File: src/rtl/pwm_pair_pkg.sv
`timescale 1ns/1ps
package pwm_pair_pkg;
    localparam int NCH        = 2;
    localparam int CH_SPACING = 4;
    localparam int BYTE_W     = 8;
    localparam int CNT_W      = BYTE_W;
    localparam int WORD_W     = 2 * BYTE_W;
    localparam int DATA_W     = 32;
    localparam int ADDR_W     = 4;

    // control bit positions inside a channel's nibble
    localparam int B_RUN   = 0;
    localparam int B_OEN   = 1;
    localparam int B_FORCE = 2;
    localparam int B_OD    = 3;
    localparam int B_SEL   = 0;

    localparam int A_CTRL      = 0;
    localparam int A_SEL       = 1;
    localparam int A_FREQ_BASE = 2;
    localparam int A_DUTY_BASE = 6;
    localparam int A_STRIDE    = 2;

    typedef struct packed {
        logic             run;
        logic             oe_n;
        logic             force_hi;
        logic             open_drain;
        logic             sel_pwm;
        logic [CNT_W-1:0] on_t;
        logic [CNT_W-1:0] period;
    } chan_cfg_t;

    function automatic int freq_hi_addr(int n);
        return A_FREQ_BASE + A_STRIDE * n;
    endfunction
    function automatic int freq_lo_addr(int n);
        return A_FREQ_BASE + A_STRIDE * n + 1;
    endfunction
    function automatic int on_addr(int n);
        return A_DUTY_BASE + A_STRIDE * n;
    endfunction
    function automatic int per_addr(int n);
        return A_DUTY_BASE + A_STRIDE * n + 1;
    endfunction

    function automatic logic [NCH*CH_SPACING-1:0] ctrl_reset();
        logic [NCH*CH_SPACING-1:0] v;
        v = '0;
        for (int n = 0; n < NCH; n++) v[n*CH_SPACING+B_OEN] = 1'b1;
        return v;
    endfunction
endpackage

File: src/rtl/pwm_pair_regs.sv
`timescale 1ns/1ps
module pwm_pair_regs
    import pwm_pair_pkg::*;
(
    input  logic                         clk,
    input  logic                         rst,
    input  logic                         wr_en,
    input  logic [ADDR_W-1:0]            addr,
    input  logic [DATA_W-1:0]            wdata,
    output logic [DATA_W-1:0]            rdata,
    output chan_cfg_t [NCH-1:0]          cfg,
    output logic [NCH*WORD_W-1:0]        nco_word
);
    localparam int CTRL_W = NCH * CH_SPACING;

    logic [CTRL_W-1:0]             ctrl_q;
    logic [NCH-1:0]                sel_q;
    logic [NCH-1:0][BYTE_W-1:0]    hi_q, lo_q, on_q, per_q;

    always_ff @(posedge clk) begin
        if (rst) begin
            ctrl_q <= ctrl_reset();
            sel_q  <= '0;
            hi_q   <= '0;
            lo_q   <= '0;
            on_q   <= '0;
            per_q  <= '0;
        end else if (wr_en) begin
            if (addr == ADDR_W'(A_CTRL)) ctrl_q <= wdata[CTRL_W-1:0];
            for (int n = 0; n < NCH; n++) begin
                if (addr == ADDR_W'(A_SEL))           sel_q[n] <= wdata[n*CH_SPACING+B_SEL];
                if (addr == ADDR_W'(freq_hi_addr(n))) hi_q[n]  <= wdata[BYTE_W-1:0];
                if (addr == ADDR_W'(freq_lo_addr(n))) lo_q[n]  <= wdata[BYTE_W-1:0];
                if (addr == ADDR_W'(on_addr(n)))      on_q[n]  <= wdata[BYTE_W-1:0];
                if (addr == ADDR_W'(per_addr(n)))     per_q[n] <= wdata[BYTE_W-1:0];
            end
        end
    end

    always_comb begin
        rdata = '0;
        if (addr == ADDR_W'(A_CTRL)) rdata[CTRL_W-1:0] = ctrl_q;
        for (int n = 0; n < NCH; n++) begin
            if (addr == ADDR_W'(A_SEL))           rdata[n*CH_SPACING+B_SEL] = sel_q[n];
            if (addr == ADDR_W'(freq_hi_addr(n))) rdata[BYTE_W-1:0] = hi_q[n];
            if (addr == ADDR_W'(freq_lo_addr(n))) rdata[BYTE_W-1:0] = lo_q[n];
            if (addr == ADDR_W'(on_addr(n)))      rdata[BYTE_W-1:0] = on_q[n];
            if (addr == ADDR_W'(per_addr(n)))     rdata[BYTE_W-1:0] = per_q[n];
        end
    end

    for (genvar n = 0; n < NCH; n++) begin : g_cfg
        assign cfg[n].run        = ctrl_q[n*CH_SPACING+B_RUN];
        assign cfg[n].oe_n       = ctrl_q[n*CH_SPACING+B_OEN];
        assign cfg[n].force_hi   = ctrl_q[n*CH_SPACING+B_FORCE];
        assign cfg[n].open_drain = ctrl_q[n*CH_SPACING+B_OD];
        assign cfg[n].sel_pwm    = sel_q[n];
        assign cfg[n].on_t       = on_q[n];
        assign cfg[n].period     = per_q[n];
        assign nco_word[n*WORD_W +: WORD_W] = {hi_q[n], lo_q[n]};
    end
endmodule

File: src/rtl/pwm_pair_chan.sv
`timescale 1ns/1ps
module pwm_pair_chan
    import pwm_pair_pkg::*;
(
    input  logic             clk,
    input  logic             rst,
    input  chan_cfg_t        cfg,
    input  logic             tick,
    input  logic             nco_sig,
    output logic             level,
    output logic [CNT_W-1:0] cnt_o,
    output logic [CNT_W-1:0] per_o
);
    logic [CNT_W-1:0] cnt_q, on_act_q, per_act_q;
    logic             pwm_raw;

    always_ff @(posedge clk) begin
        if (rst) begin
            cnt_q     <= '0;
            on_act_q  <= '0;
            per_act_q <= '0;
        end else if (!cfg.run) begin
            cnt_q     <= '0;
            on_act_q  <= cfg.on_t;
            per_act_q <= cfg.period;
        end else if (tick) begin
            if (cnt_q == per_act_q) begin
                cnt_q     <= '0;
                on_act_q  <= cfg.on_t;
                per_act_q <= cfg.period;
            end else begin
                cnt_q <= cnt_q + 1'b1;
            end
        end
    end

    assign pwm_raw = cfg.run && (cnt_q < on_act_q);
    assign level   = cfg.force_hi | (cfg.sel_pwm ? pwm_raw : nco_sig);
    assign cnt_o   = cnt_q;
    assign per_o   = per_act_q;
endmodule

File: src/rtl/pwm_pair_pad.sv
`timescale 1ns/1ps
module pwm_pair_pad (
    input  logic level,
    input  logic oe_n,
    input  logic open_drain,
    output logic oe,
    output logic dout
);
    always_comb begin
        if (open_drain) begin
            dout = 1'b0;
            oe   = !oe_n && !level;
        end else begin
            dout = level;
            oe   = !oe_n;
        end
    end
endmodule

File: src/rtl/pwm_pair.sv
`timescale 1ns/1ps
module pwm_pair
    import pwm_pair_pkg::*;
(
    input  logic                  clk,
    input  logic                  rst,
    input  logic                  reg_wr,
    input  logic [ADDR_W-1:0]     reg_addr,
    input  logic [DATA_W-1:0]     reg_wdata,
    output logic [DATA_W-1:0]     reg_rdata,
    input  logic [NCH-1:0]        nco_tick,
    input  logic [NCH-1:0]        nco_sig,
    output logic [NCH*WORD_W-1:0] nco_word,
    output logic [NCH-1:0]        pad_oe,
    output logic [NCH-1:0]        pad_do
);
    chan_cfg_t [NCH-1:0]           cfg;
    logic [NCH-1:0]                level;
    logic [NCH-1:0][CNT_W-1:0]     ch_cnt, ch_per;

    pwm_pair_regs u_regs (
        .clk      (clk),
        .rst      (rst),
        .wr_en    (reg_wr),
        .addr     (reg_addr),
        .wdata    (reg_wdata),
        .rdata    (reg_rdata),
        .cfg      (cfg),
        .nco_word (nco_word)
    );

    for (genvar n = 0; n < NCH; n++) begin : g_ch
        pwm_pair_chan u_chan (
            .clk     (clk),
            .rst     (rst),
            .cfg     (cfg[n]),
            .tick    (nco_tick[n]),
            .nco_sig (nco_sig[n]),
            .level   (level[n]),
            .cnt_o   (ch_cnt[n]),
            .per_o   (ch_per[n])
        );
        pwm_pair_pad u_pad (
            .level      (level[n]),
            .oe_n       (cfg[n].oe_n),
            .open_drain (cfg[n].open_drain),
            .oe         (pad_oe[n]),
            .dout       (pad_do[n])
        );
    end
endmodule

File: config.mk
export PLATFORM = sky130hd
export DESIGN_NAME = pwm_pair
export DESIGN_NICKNAME = d
export VERILOG_FILES = /design/src/rtl/pwm_pair_pkg.sv /design/src/rtl/pwm_pair_regs.sv /design/src/rtl/pwm_pair_chan.sv /design/src/rtl/pwm_pair_pad.sv /design/src/rtl/pwm_pair.sv
export SDC_FILE = /design/constraint.sdc
export NUM_CORES = 1
export LEC_CHECK = 0
export CAP_MARGIN = 25
export CELL_PAD_IN_SITES_DETAIL_PLACEMENT = 2
export CELL_PAD_IN_SITES_GLOBAL_PLACEMENT = 2
export CORE_MARGIN = 2
export CORE_UTILIZATION = 41
export CTS_CLUSTER_SIZE = 30
export DETAILED_ROUTE_END_ITERATION = 16
export DONT_BUFFER_PORTS = 1
export GPL_TIMING_DRIVEN = 0
export PLACE_DENSITY = 0.88
export SKIP_LAST_GASP = 1
export SLEW_MARGIN = 20
export SYNTH_ARGS = -nofsm -noshare
export SYNTH_HDL_FRONTEND = slang
export SYNTH_SLANG_ARGS = --single-unit
File: constraint.sdc
create_clock -name clk -period 3.9 [get_ports clk]
set_input_delay 0.78 -clock clk [delete_from_list [all_inputs] [get_ports clk]]
set_output_delay 0.78 -clock clk [all_outputs]
set_load 0.01 [all_outputs]
==> results of run 1 <==
-- registers in the layout (all words and copies together), names as in the netlist --
| register | cells |
|---|---|
| u_regs.cfg | 32 |
| g_ch.u_chan.on_act_q | 16 |
| u_regs.ctrl_q | 8 |
| u_regs.sel_q | 2 |
| u_regs.nco_word | 32 |
| g_ch.u_chan.per_o | 16 |
| g_ch.u_chan.cnt_o | 16 |
-- power by group --
part	switching, µW	internal (µW)	leakage [µW]
Sequential	16.7	1260	0.000984
Clock	598	1050	0.000293
Combinational	149	63.3	0.00175
-- final cells by class --
cell class | instances | area, µm²
buffer | 72 | 399
multi-input combinational | 483 | 3160
tap | 184 | 230
clock inverter | 8 | 118
clock buffer | 23 | 478
fill | 1546 | 7470
sequential | 122 | 2440
inverter | 17 | 63.8
-- worst min-delay path, stage by stage, from the launching register on --
cell and delay (ns):
dfxtp_1 0.33, mux2i_1 0.07, nor2_1 0.07
-- cells in the mapped netlist (all sizes together) --
library cell,number
mux2i,103
a21o,4
buf,37
dfxtp,122
nor2b,4
xor2,10
mux2,3
nand3,24
o211ai,5
o21ai,14
conb,1
xnor2,20
nand2b,4
a211oi,1
nand4b,1
ha,16
inv,17
o41ai,4
and3,4
a22oi,1
o31a,1
mux4,2
o32ai,2
nor3b,2
a211o,2
nand2,58
nor2,112
and3b,2
a221oi,1
nand4,9
a31oi,10
clkbuf,35
nor3,1
a22o,1
a21oi,31
o22ai,6
and2,1
-- layer usage --
| layer | part of all wire [%] | vias up |
|---|---|---|
| met5 | 0 | - |
| met4 | 4.5 | 0 |
| met3 | 5.9 | 74 |
| met2 | 50 | 194 |
| met1 | 40 | 2701 |
| li1 | - | 2322 |
-- through the flow --
step	utilization [%]	worst slack, ns	power [µW]	hold WS, ns
6_report	48.0	0.500	3130	0.506
5_1_grt	48.0	0.431	3220	0.548
3_5_place_dp	43.8	0.696	1500	0.495
3_3_place_gp	43.7	0.722	1490	0.473
2_1_floorplan	-	1.32	1440	0.446
4_1_cts	48.0	0.552	3130	0.505
-- logic make-up after synthesis --
logic type / Yosys count / synth area share, %
buf+inv: 89 / 7.76
fa+ha+maj: 16 / 3.35
xor+xnor: 30 / 4.40
mux: 108 / 18.6
compound gates: 83 / 9.08
flops: 122 / 40.9
other cells: 1 / 0.0628
simple gates: 222 / 15.8
-- final timing paths --
path,cells after the start,from,slack (ns),endpoint
hold / removal,2,g_ch[1].u_chan.on_act_q[7],0.51,g_ch[1].u_chan.on_act_q[7]
hold reg to reg,2,g_ch[1].u_chan.on_act_q[7],0.51,g_ch[1].u_chan.on_act_q[7]
setup / recovery,7,reg_addr[0],0.50,reg_rdata[3]
setup reg to reg,6,g_ch[0].u_chan.cnt_o[6],1.43,g_ch[0].u_chan.per_o[5]
==> results_dict.tcl, run 1 <==
set metrics [dict create \
    ys_seq_elements 122 \
    yosysUniqueCellTypes 43 \
    worstSetupPathType "input port to output pin" \
    cp_cell_sequence "buf_2, inv_1, clkbuf_1, nand2_1, a21oi_1, a21oi_1, o32ai_1" \
    finalClockSkew_ns 0.00708 \
    clock_path_buffers 2 \
    leakage_uw 0.00303 \
    power_density_nw_per_um2 454 \
    grt_pass1_vias 6014 \
    syn_area_um2 5970 \
    fp.dieH_um 125 \
    synthCells 671 \
    cts.sinks 122 \
    cts_root_buf "clkbuf_16" \
    syn_avg_cell_area_um2 8.89 \
    vias_per_cell 5.82 \
    worst_pin_slew_ns 0.862 \
    top_usage_layer "met2" \
    wl_um 24400 \
    antenna_found_initial 0 \
    insertion_delay_ns 0.43 \
    synth_top_area_share_pct 40.9 \
    finalInstanceArea_um2 6900 \
    hold_viol_final 0 \
    grt_start_max_net_pins 17 \
    dr.pass1.iters 4 \
    crit_fanout 10 \
    max_freq_mhz 294 \
    gp_congestion 0.871 \
    cp-start-kind "input port" \
    initial_core_util_pct 41.5 \
    ios 111 \
    cts_max_level 4 \
    synth-seq-area-share_pct 40.9 \
    cts_tree "built" \
    chipWidth_um 125 \
    grt_pass1_wl_um 37600 \
    area.growth.synth_to_final_pct 15.5 \
    portBuffers 0 \
    coreArea_um2 14400 \
    diodes 0 \
    layout_commonest_cell "dfxtp_1" \
    dpl_cell_area_um2 6300 \
    hold_path_class "flip-flop to flip-flop" \
    dieArea_um2 15500 \
    slowest_stage "clkbuf_1" \
    required_ns 3.12 \
    drc 0 \
    setup_viol 0 \
    critPathMostFrequentCell "a21oi_1" \
    use_met1_pct 36.9 \
    rsz0062_at_grt "no" \
    hpwl_um 16300 \
    cp.arrival_ns 2.62 \
    fin_nets 772 \
    drv_cap 0 \
    rows 44 \
    min_period_over_period_pct 87.2 \
    synthTopCellsByArea "dfxtp_1 (41%), mux2i_1 (17%), nor2_1 (7.0%), nand2_1 (3.6%), buf_4 (3.5%)" \
    ant_nets 0 \
    dp.cells 878 \
    drt_iter0_markers 336 \
    layout-drive-gt1-share_pct 10.3 \
    final_cells 909 \
    crit_buf_inv 3 \
    crit_path_end_kind "output pin" \
    synth-warning-count 0 \
    final_cell_mix "dfxtp_1 (122), nor2_1 (111), mux2i_1 (103)" \
    clk_pin_slew_ns 0.05 \
    grtUsageMet3_pct 8.51 \
    cts_resized 0 \
    cts_setup_buffers 0 \
    grt.total_usage_pct 32.0 \
    critPathTopFamily "buffers and inverters" \
    cts_buffers 17 \
    hold_buffers 0 \
    vias 5291 \
    gr-usage-met2_pct 55.2 \
    wl_per_cell_um 26.8 \
    peakVddDrop_mv 0.287 \
    drv_slew 0 \
    grt_overflow 0 \
    max_stage_delay_ns 0.56 \
    yosysTopAreaCell "dfxtp_1" \
    max_slew_margin_pct 41.9 \
    min_period_ns 3.40 \
    status "completed" \
    setup-tns-final_ns 0 \
]
Power figures use the tool's default switching activity.
==> run 2: changes to the inputs <==
--- a/config.mk
+++ b/config.mk
@@ -5,18 +5,21 @@
 export SDC_FILE = /design/constraint.sdc
 export NUM_CORES = 1
 export LEC_CHECK = 0
+export ABC_AREA = 1
 export CAP_MARGIN = 25
 export CELL_PAD_IN_SITES_DETAIL_PLACEMENT = 2
 export CELL_PAD_IN_SITES_GLOBAL_PLACEMENT = 2
 export CORE_MARGIN = 2
-export CORE_UTILIZATION = 41
+export CORE_UTILIZATION = 38
 export CTS_CLUSTER_SIZE = 30
 export DETAILED_ROUTE_END_ITERATION = 16
 export DONT_BUFFER_PORTS = 1
+export GPL_ROUTABILITY_DRIVEN = 0
 export GPL_TIMING_DRIVEN = 0
-export PLACE_DENSITY = 0.88
+export PLACE_DENSITY = 0.89
 export SKIP_LAST_GASP = 1
 export SLEW_MARGIN = 20
 export SYNTH_ARGS = -nofsm -noshare
 export SYNTH_HDL_FRONTEND = slang
 export SYNTH_SLANG_ARGS = --single-unit
+export TNS_END_PERCENT = 1
==> run 2 against run 1 <==
Net effect:
- clock skew grew 0.0048 ns
- worst hold slack got worse by 0.010 ns
- critical path type is now flip-flop to output pin
- first-iteration DRC count increased by 6.5%
- clock power down 8%
- area after synthesis up 3.5%
- total power shrank 2.5%
- final cell count is 28% higher
- register-to-register slack improved by 0.55 ns
- die area is 11% higher
- final area up 2.5%
- highest routed layer unchanged
- synthesized cell count up 34%
==> results_dict.tcl, run 2 <==
set metrics [dict create \
    worstSetupPathType "flip-flop to output pin" \
    r2r_slack_ns 1.98 \
    hold_viol_final 0 \
    dr.pass1.iters 4 \
    synth-seq-area-share_pct 39.5 \
    synth_flop_cell "dfxtp_1" \
    peakVddDrop_mv 0.342 \
    synthMostInstantiatedCell "nand2_1" \
    fp.dieH_um 131 \
    initial_core_util_pct 38.9 \
    final_cell_mix "nand2_1 (193), dfxtp_1 (122), nor2_1 (111)" \
    rsz0062_at_grt "no" \
    max_slew_margin_pct 47.0 \
    crit_fanout 5 \
    cts_resized 0 \
    vias 6363 \
    chipWidth_um 131 \
    cts_root_buf "clkbuf_16" \
    dieArea_um2 17300 \
    grt.total_usage_pct 30.8 \
    syn_avg_cell_area_um2 6.89 \
    hold_path_class "flip-flop to flip-flop" \
    diodes 0 \
    finalClockSkew_ns 0.0119 \
    drt_iter0_markers 358 \
    clock_path_buffers 2 \
    cts_tree "built" \
    grt_overflow 0 \
    r2r_start "u_regs.ctrl_q[4]" \
    synth-warning-count 0 \
    cp.arrival_ns 2.22 \
    rows 46 \
    grt_start_max_net_pins 17 \
    synthArstFlopShare_pct 0 \
    hpwl_um 17300 \
    ant_nets 0 \
    wl_per_cell_um 22.5 \
    max_freq_mhz 334 \
    grt_pass1_vias 7155 \
    synth_commonest_cells "nand2_1 (193), dfxtp_1 (122), nor2_1 (111)" \
    synthTopCellsByArea "dfxtp_1 (40%), nand2_1 (12%), a21oi_1 (7.3%), nor2_1 (6.7%), nand3_1 (6.0%)" \
    layout-drive-gt1-share_pct 9.69 \
    hold_buffers 0 \
    fill_cells 1935 \
    leakage_uw 0.00274 \
    drv_slew 0 \
    fin_nets 997 \
    antenna_found_initial 0 \
    dp.cells 1135 \
    setup-tns-final_ns 0 \
    cts.sinks 122 \
    ios 111 \
    required_ns 3.12 \
    syn_area_um2 6180 \
    portBuffers 0 \
    drv_cap 0 \
    vias_per_cell 5.46 \
    cp-endpoint "pad_do[1]" \
    power.total_uw 3050 \
    ys_seq_elements 122 \
    r2r-end "g_ch[1].u_chan.on_act_q[4]" \
    insertion_delay_ns 0.43 \
    coreArea_um2 15900 \
    area.growth.synth_to_final_pct 14.4 \
    grt_pass1_wl_um 41200 \
    critPathLaunch "g_ch[1].u_chan.cnt_o[5]" \
    power_density_nw_per_um2 432 \
    cts_setup_buffers 0 \
    final_cells 1165 \
    min_period_ns 3.00 \
    cp-start-kind "flip-flop" \
    synth_top_area_share_pct 39.5 \
    status "completed" \
    synthCells 896 \
    layout_commonest_cell "nand2_1" \
    yosysTopAreaCell "dfxtp_1" \
    cts_max_level 4 \
    synth-edff-count 0 \
    clk_pin_slew_ns 0.07 \
    wl_um 26300 \
    rr_worst_depth 6 \
    worst_pin_slew_ns 0.795 \
    yosysUniqueCellTypes 34 \
    drc 0 \
    setup_viol 0 \
    cts_buffers 17 \
    crit_path_end_kind "output pin" \
    min_period_over_period_pct 76.9 \
]
## run 2: cell types whose count changed in the layout (fill, tap and decap cells not counted), moves of 14 or more
cell	delta
nand2_1	+135
mux2i_1	-103
inv_1	+71
a21oi_1	+59
nand3_1	+50
o21ai_0	+32
xnor2_1	-14
## run 2: worst min-delay path by stage
stage,startpoint,to,slack [ns],depth (start not counted)
global route,u_regs.cfg[6],u_regs.cfg[6],0.53,2
detailed placement,u_regs.cfg[13],g_ch[0].u_chan.on_act_q[5],0.47,2
floorplan,u_regs.cfg[9],g_ch[0].u_chan.on_act_q[1],0.44,2
CTS,u_regs.cfg[30],u_regs.cfg[30],0.49,2
finish,u_regs.cfg[30],u_regs.cfg[30],0.50,2
global placement,u_regs.cfg[10],g_ch[0].u_chan.on_act_q[2],0.45,2
## run 2: where the power goes
part	total, µW	switching [µW]	internal, µW
Sequential	1280	18.5	1270
Combinational	257	186	71.6
Clock	1510	618	895
Total	3050	822	2230
## run 2: final cells by class
| cell class | instances | area, µm² | share of cell area [%] |
|---|---|---|---|
| clock inverter | 9 | 75.1 | 1.06 |
| sequential | 122 | 2440 | 34.6 |
| tap | 216 | 270 | 3.82 |
| clock buffer | 21 | 460 | 6.51 |
| inverter | 95 | 357 | 5.05 |
| buffer | 71 | 409 | 5.79 |
| multi-input combinational | 631 | 3050 | 43.2 |
## run 2: per-layer routing
metal  track usage (%)  wire length [µm]
met5                 0                 0
met4              16.8              1230
met3              7.48              1360
met2              52.6             12700
met1              35.5             11000
## run 2: logic make-up (layout without fill, tap and decap cells)
| family | Yosys count | count (layout) | synth area share [%] |
|---|---|---|---|
| flip-flops | 122 | 122 | 39.5 |
| buffers and inverters | 166 | 196 | 12.4 |
| XOR/XNOR | 12 | 12 | 1.70 |
| AND/OR/NAND/NOR | 426 | 426 | 30.0 |
| other | 1 | 24 | 0.0607 |
| AO/OA/AOI/OAI | 153 | 153 | 13.1 |
| adder cells (fa/ha/maj) | 16 | 16 | 3.24 |
## run 2: critical path, stage by stage, from the launching register on
cell     delay, ns
dfxtp_1       0.50
ha_1          0.32
a21oi_1       0.15
o21a_1        0.15
nand4_1       0.24
a21oi_1       0.27
buf_4         0.16
## run 2: per-stage QoR
stage | utilization (%) | setup WS [ns] | instance area [µm²] | hold WS (ns)
floorplan | - | 1.41 | 6260 | 0.440
global placement | 41.1 | 1.07 | 6530 | 0.450
detailed placement | 41.1 | 1.06 | 6530 | 0.467
CTS | 44.5 | 0.896 | 7070 | 0.493
global route | 44.5 | 0.830 | 7070 | 0.525
finish | 44.5 | 0.902 | 7070 | 0.496
==> run 3: changes to the inputs <==
--- a/config.mk
+++ b/config.mk
@@ -10,13 +10,13 @@
 export CELL_PAD_IN_SITES_DETAIL_PLACEMENT = 2
 export CELL_PAD_IN_SITES_GLOBAL_PLACEMENT = 2
 export CORE_MARGIN = 2
-export CORE_UTILIZATION = 38
+export CORE_UTILIZATION = 35
 export CTS_CLUSTER_SIZE = 30
 export DETAILED_ROUTE_END_ITERATION = 16
 export DONT_BUFFER_PORTS = 1
 export GPL_ROUTABILITY_DRIVEN = 0
 export GPL_TIMING_DRIVEN = 0
-export PLACE_DENSITY = 0.89
+export PLACE_DENSITY = 0.83
 export SKIP_LAST_GASP = 1
 export SLEW_MARGIN = 20
 export SYNTH_ARGS = -nofsm -noshare
==> constraint.sdc (replaced) <==
create_clock -name clk -period 2.9 [get_ports clk]
set_input_delay 0.58 -clock clk [delete_from_list [all_inputs] [get_ports clk]]
set_output_delay 0.58 -clock clk [all_outputs]
set_load 0.01 [all_outputs]
==> run 3 against run 2 <==
Net effect:
- global-route usage fell by 4.9 points
- register-to-register slack worse by 0.94 ns
- final area increased by 1.1%
- final cell count is 0.86% higher
- clock power rose by 48%
- worst hold slack worse by 0.19 ns
- routed wire length decreased by 13%
- critical endpoint unchanged
- clock skew decreased by 0.0023 ns
==> results_dict.tcl, run 3 (synthesized netlist as in run 2, its figures left out) <==
set metrics [dict create \
    peakVddDrop_mv 0.434 \
    fin_ws_ns 0.193 \
    cts.sinks 122 \
    wl_um 22900 \
    grt_overflow 0 \
    setup_viol 0 \
    min_period_ns 2.71 \
    initial_core_util_pct 35.7 \
    cp.arrival_ns 2.13 \
    critPathMostFrequentCell "a21oi_1" \
    min_period_over_period_pct 93.3 \
    dieArea_um2 18700 \
    r2r_slack_ns 1.04 \
    vias_per_cell 5.07 \
    hold_buffers 0 \
    drt_iter0_markers 232 \
    cts_resized 0 \
    layout_commonest_cell "nand2_1" \
    crit_fanout 5 \
    wl_per_cell_um 19.5 \
    fin_worst_hold_slack_ns 0.302 \
    r2r-end "g_ch[1].u_chan.per_o[0]" \
    rr_worst_depth 6 \
    drv_slew 0 \
    layout-drive-gt1-share_pct 10.0 \
    coreArea_um2 17300 \
    cp_cell_sequence "ha_1, a21oi_1, o21a_1, nand4_1, a21oi_1, buf_4" \
    vias 5953 \
    worstSetupPathType "flip-flop to output pin" \
    drc 0 \
    holdCritStartpoint "nco_tick[1]" \
    cts_tree "built" \
    max_slew_margin_pct 47.7 \
    grt_pass1_wl_um 36500 \
    crit_path_end_kind "output pin" \
    chipWidth_um 137 \
    cts_buffers 17 \
    ios 111 \
    cts_root_buf "clkbuf_16" \
    leakage_uw 0.00278 \
    worst_pin_slew_ns 0.785 \
    max_freq_mhz 369 \
    place_ws_ns 0.452 \
    whs_path_depth 2 \
    cts_setup_buffers 0 \
    clk_pin_slew_ns 0.06 \
    ant_nets 0 \
    grt.total_usage_pct 26.0 \
    required_ns 2.32 \
    slowest_stage "dfxtp_1" \
    area.growth.synth_to_final_pct 15.7 \
    drv_cap 0 \
    final_cell_mix "nand2_1 (193), dfxtp_1 (122), nor2_1 (111)" \
    rsz0062_at_grt "no" \
    hpwl_um 16600 \
    rows 48 \
    setup-tns-final_ns 0 \
    max_stage_delay_ns 0.48 \
    status "completed" \
    fp.dieH_um 137 \
    portBuffers 0 \
    dr.pass1.iters 4 \
    hold_viol_final 0 \
    cp-start-kind "flip-flop" \
    holdPathEnd "g_ch[1].u_chan.cnt_o[0]" \
    finalClockSkew_ns 0.00961 \
    diodes 0 \
    crit_buf_inv 1 \
    hold_path_class "input port to flip-flop" \
    power_density_nw_per_um2 601 \
    r2r_start "u_regs.ctrl_q[4]" \
    insertion_delay_ns 0.43 \
    grt_pass1_vias 6400 \
    critPathTopFamily "compound AO/OA/AOI/OAI gates" \
    clock_path_buffers 2 \
    cts_max_level 4 \
    grt_start_max_net_pins 17 \
    antenna_found_initial 0 \
    fin_nets 997 \
]
run 3: cell types whose count changed in the layout (fill, tap and decap cells not counted):
cell | previous run | this run
inv_6 | 0 | 1
clkinv_2 | 6 | 7
bufinv_16 | 1 | 4
clkbuf_1 | 27 | 25
clkbuf_8 | 2 | 0
run 3: power by group:
| group | internal (µW) | switching, µW | leakage, µW | total (µW) |
|---|---|---|---|---|
| registers | 1700 | 23.5 | 0.000985 | 1730 |
| clock network | 1420 | 822 | 0.000298 | 2240 |
| logic | 96.2 | 231 | 0.00149 | 328 |
run 3: worst max-delay path by stage:
| stage | to | slack, ns | from | cells after the start |
|---|---|---|---|---|
| 2_1_floorplan | reg_rdata[2] | 0.81 | reg_addr[3] | 10 |
| 3_3_place_gp | reg_rdata[1] | 0.44 | reg_addr[3] | 9 |
| 3_5_place_dp | reg_rdata[2] | 0.45 | reg_addr[3] | 10 |
| 4_1_cts | pad_do[1] | 0.15 | g_ch[1].u_chan.cnt_o[5] | 6 |
| 5_1_grt | pad_do[1] | 0.1 | g_ch[1].u_chan.cnt_o[5] | 6 |
| 6_report | pad_do[1] | 0.19 | g_ch[1].u_chan.cnt_o[5] | 6 |
run 3: cell type report:
class	count	area [µm²]
fillers	2111	10100
plain buffers	71	409
flip-flops and latches	122	2440
clock inverters	14	179
inverters	95	357
clock buffers	17	425
well taps	225	282
multi-input cells	631	3050
run 3: routing by layer:
metal | part of all wire (%) | global-route usage [%] | vias up
li1 | - | - | 2914
met1 | 45 | 32.0 | 2920
met2 | 49 | 44.9 | 94
met3 | 4.2 | 6.67 | 25
met4 | 1.6 | 7.10 | 0
met5 | 0 | 0 | -
run 3: per-stage QoR:
stage / utilization (%) / cells / total power [µW] / cell area (µm²)
final: 41.3 / 1175 / 4300 / 7150
after global routing: 41.3 / 1175 / 4440 / 7150
after CTS: 41.3 / 1175 / 4320 / 7150
after detailed placement: 37.8 / 1144 / 2080 / 6540
after global placement: 37.8 / 1144 / 2070 / 6540
after floorplan: - / 919 / 1980 / 6260
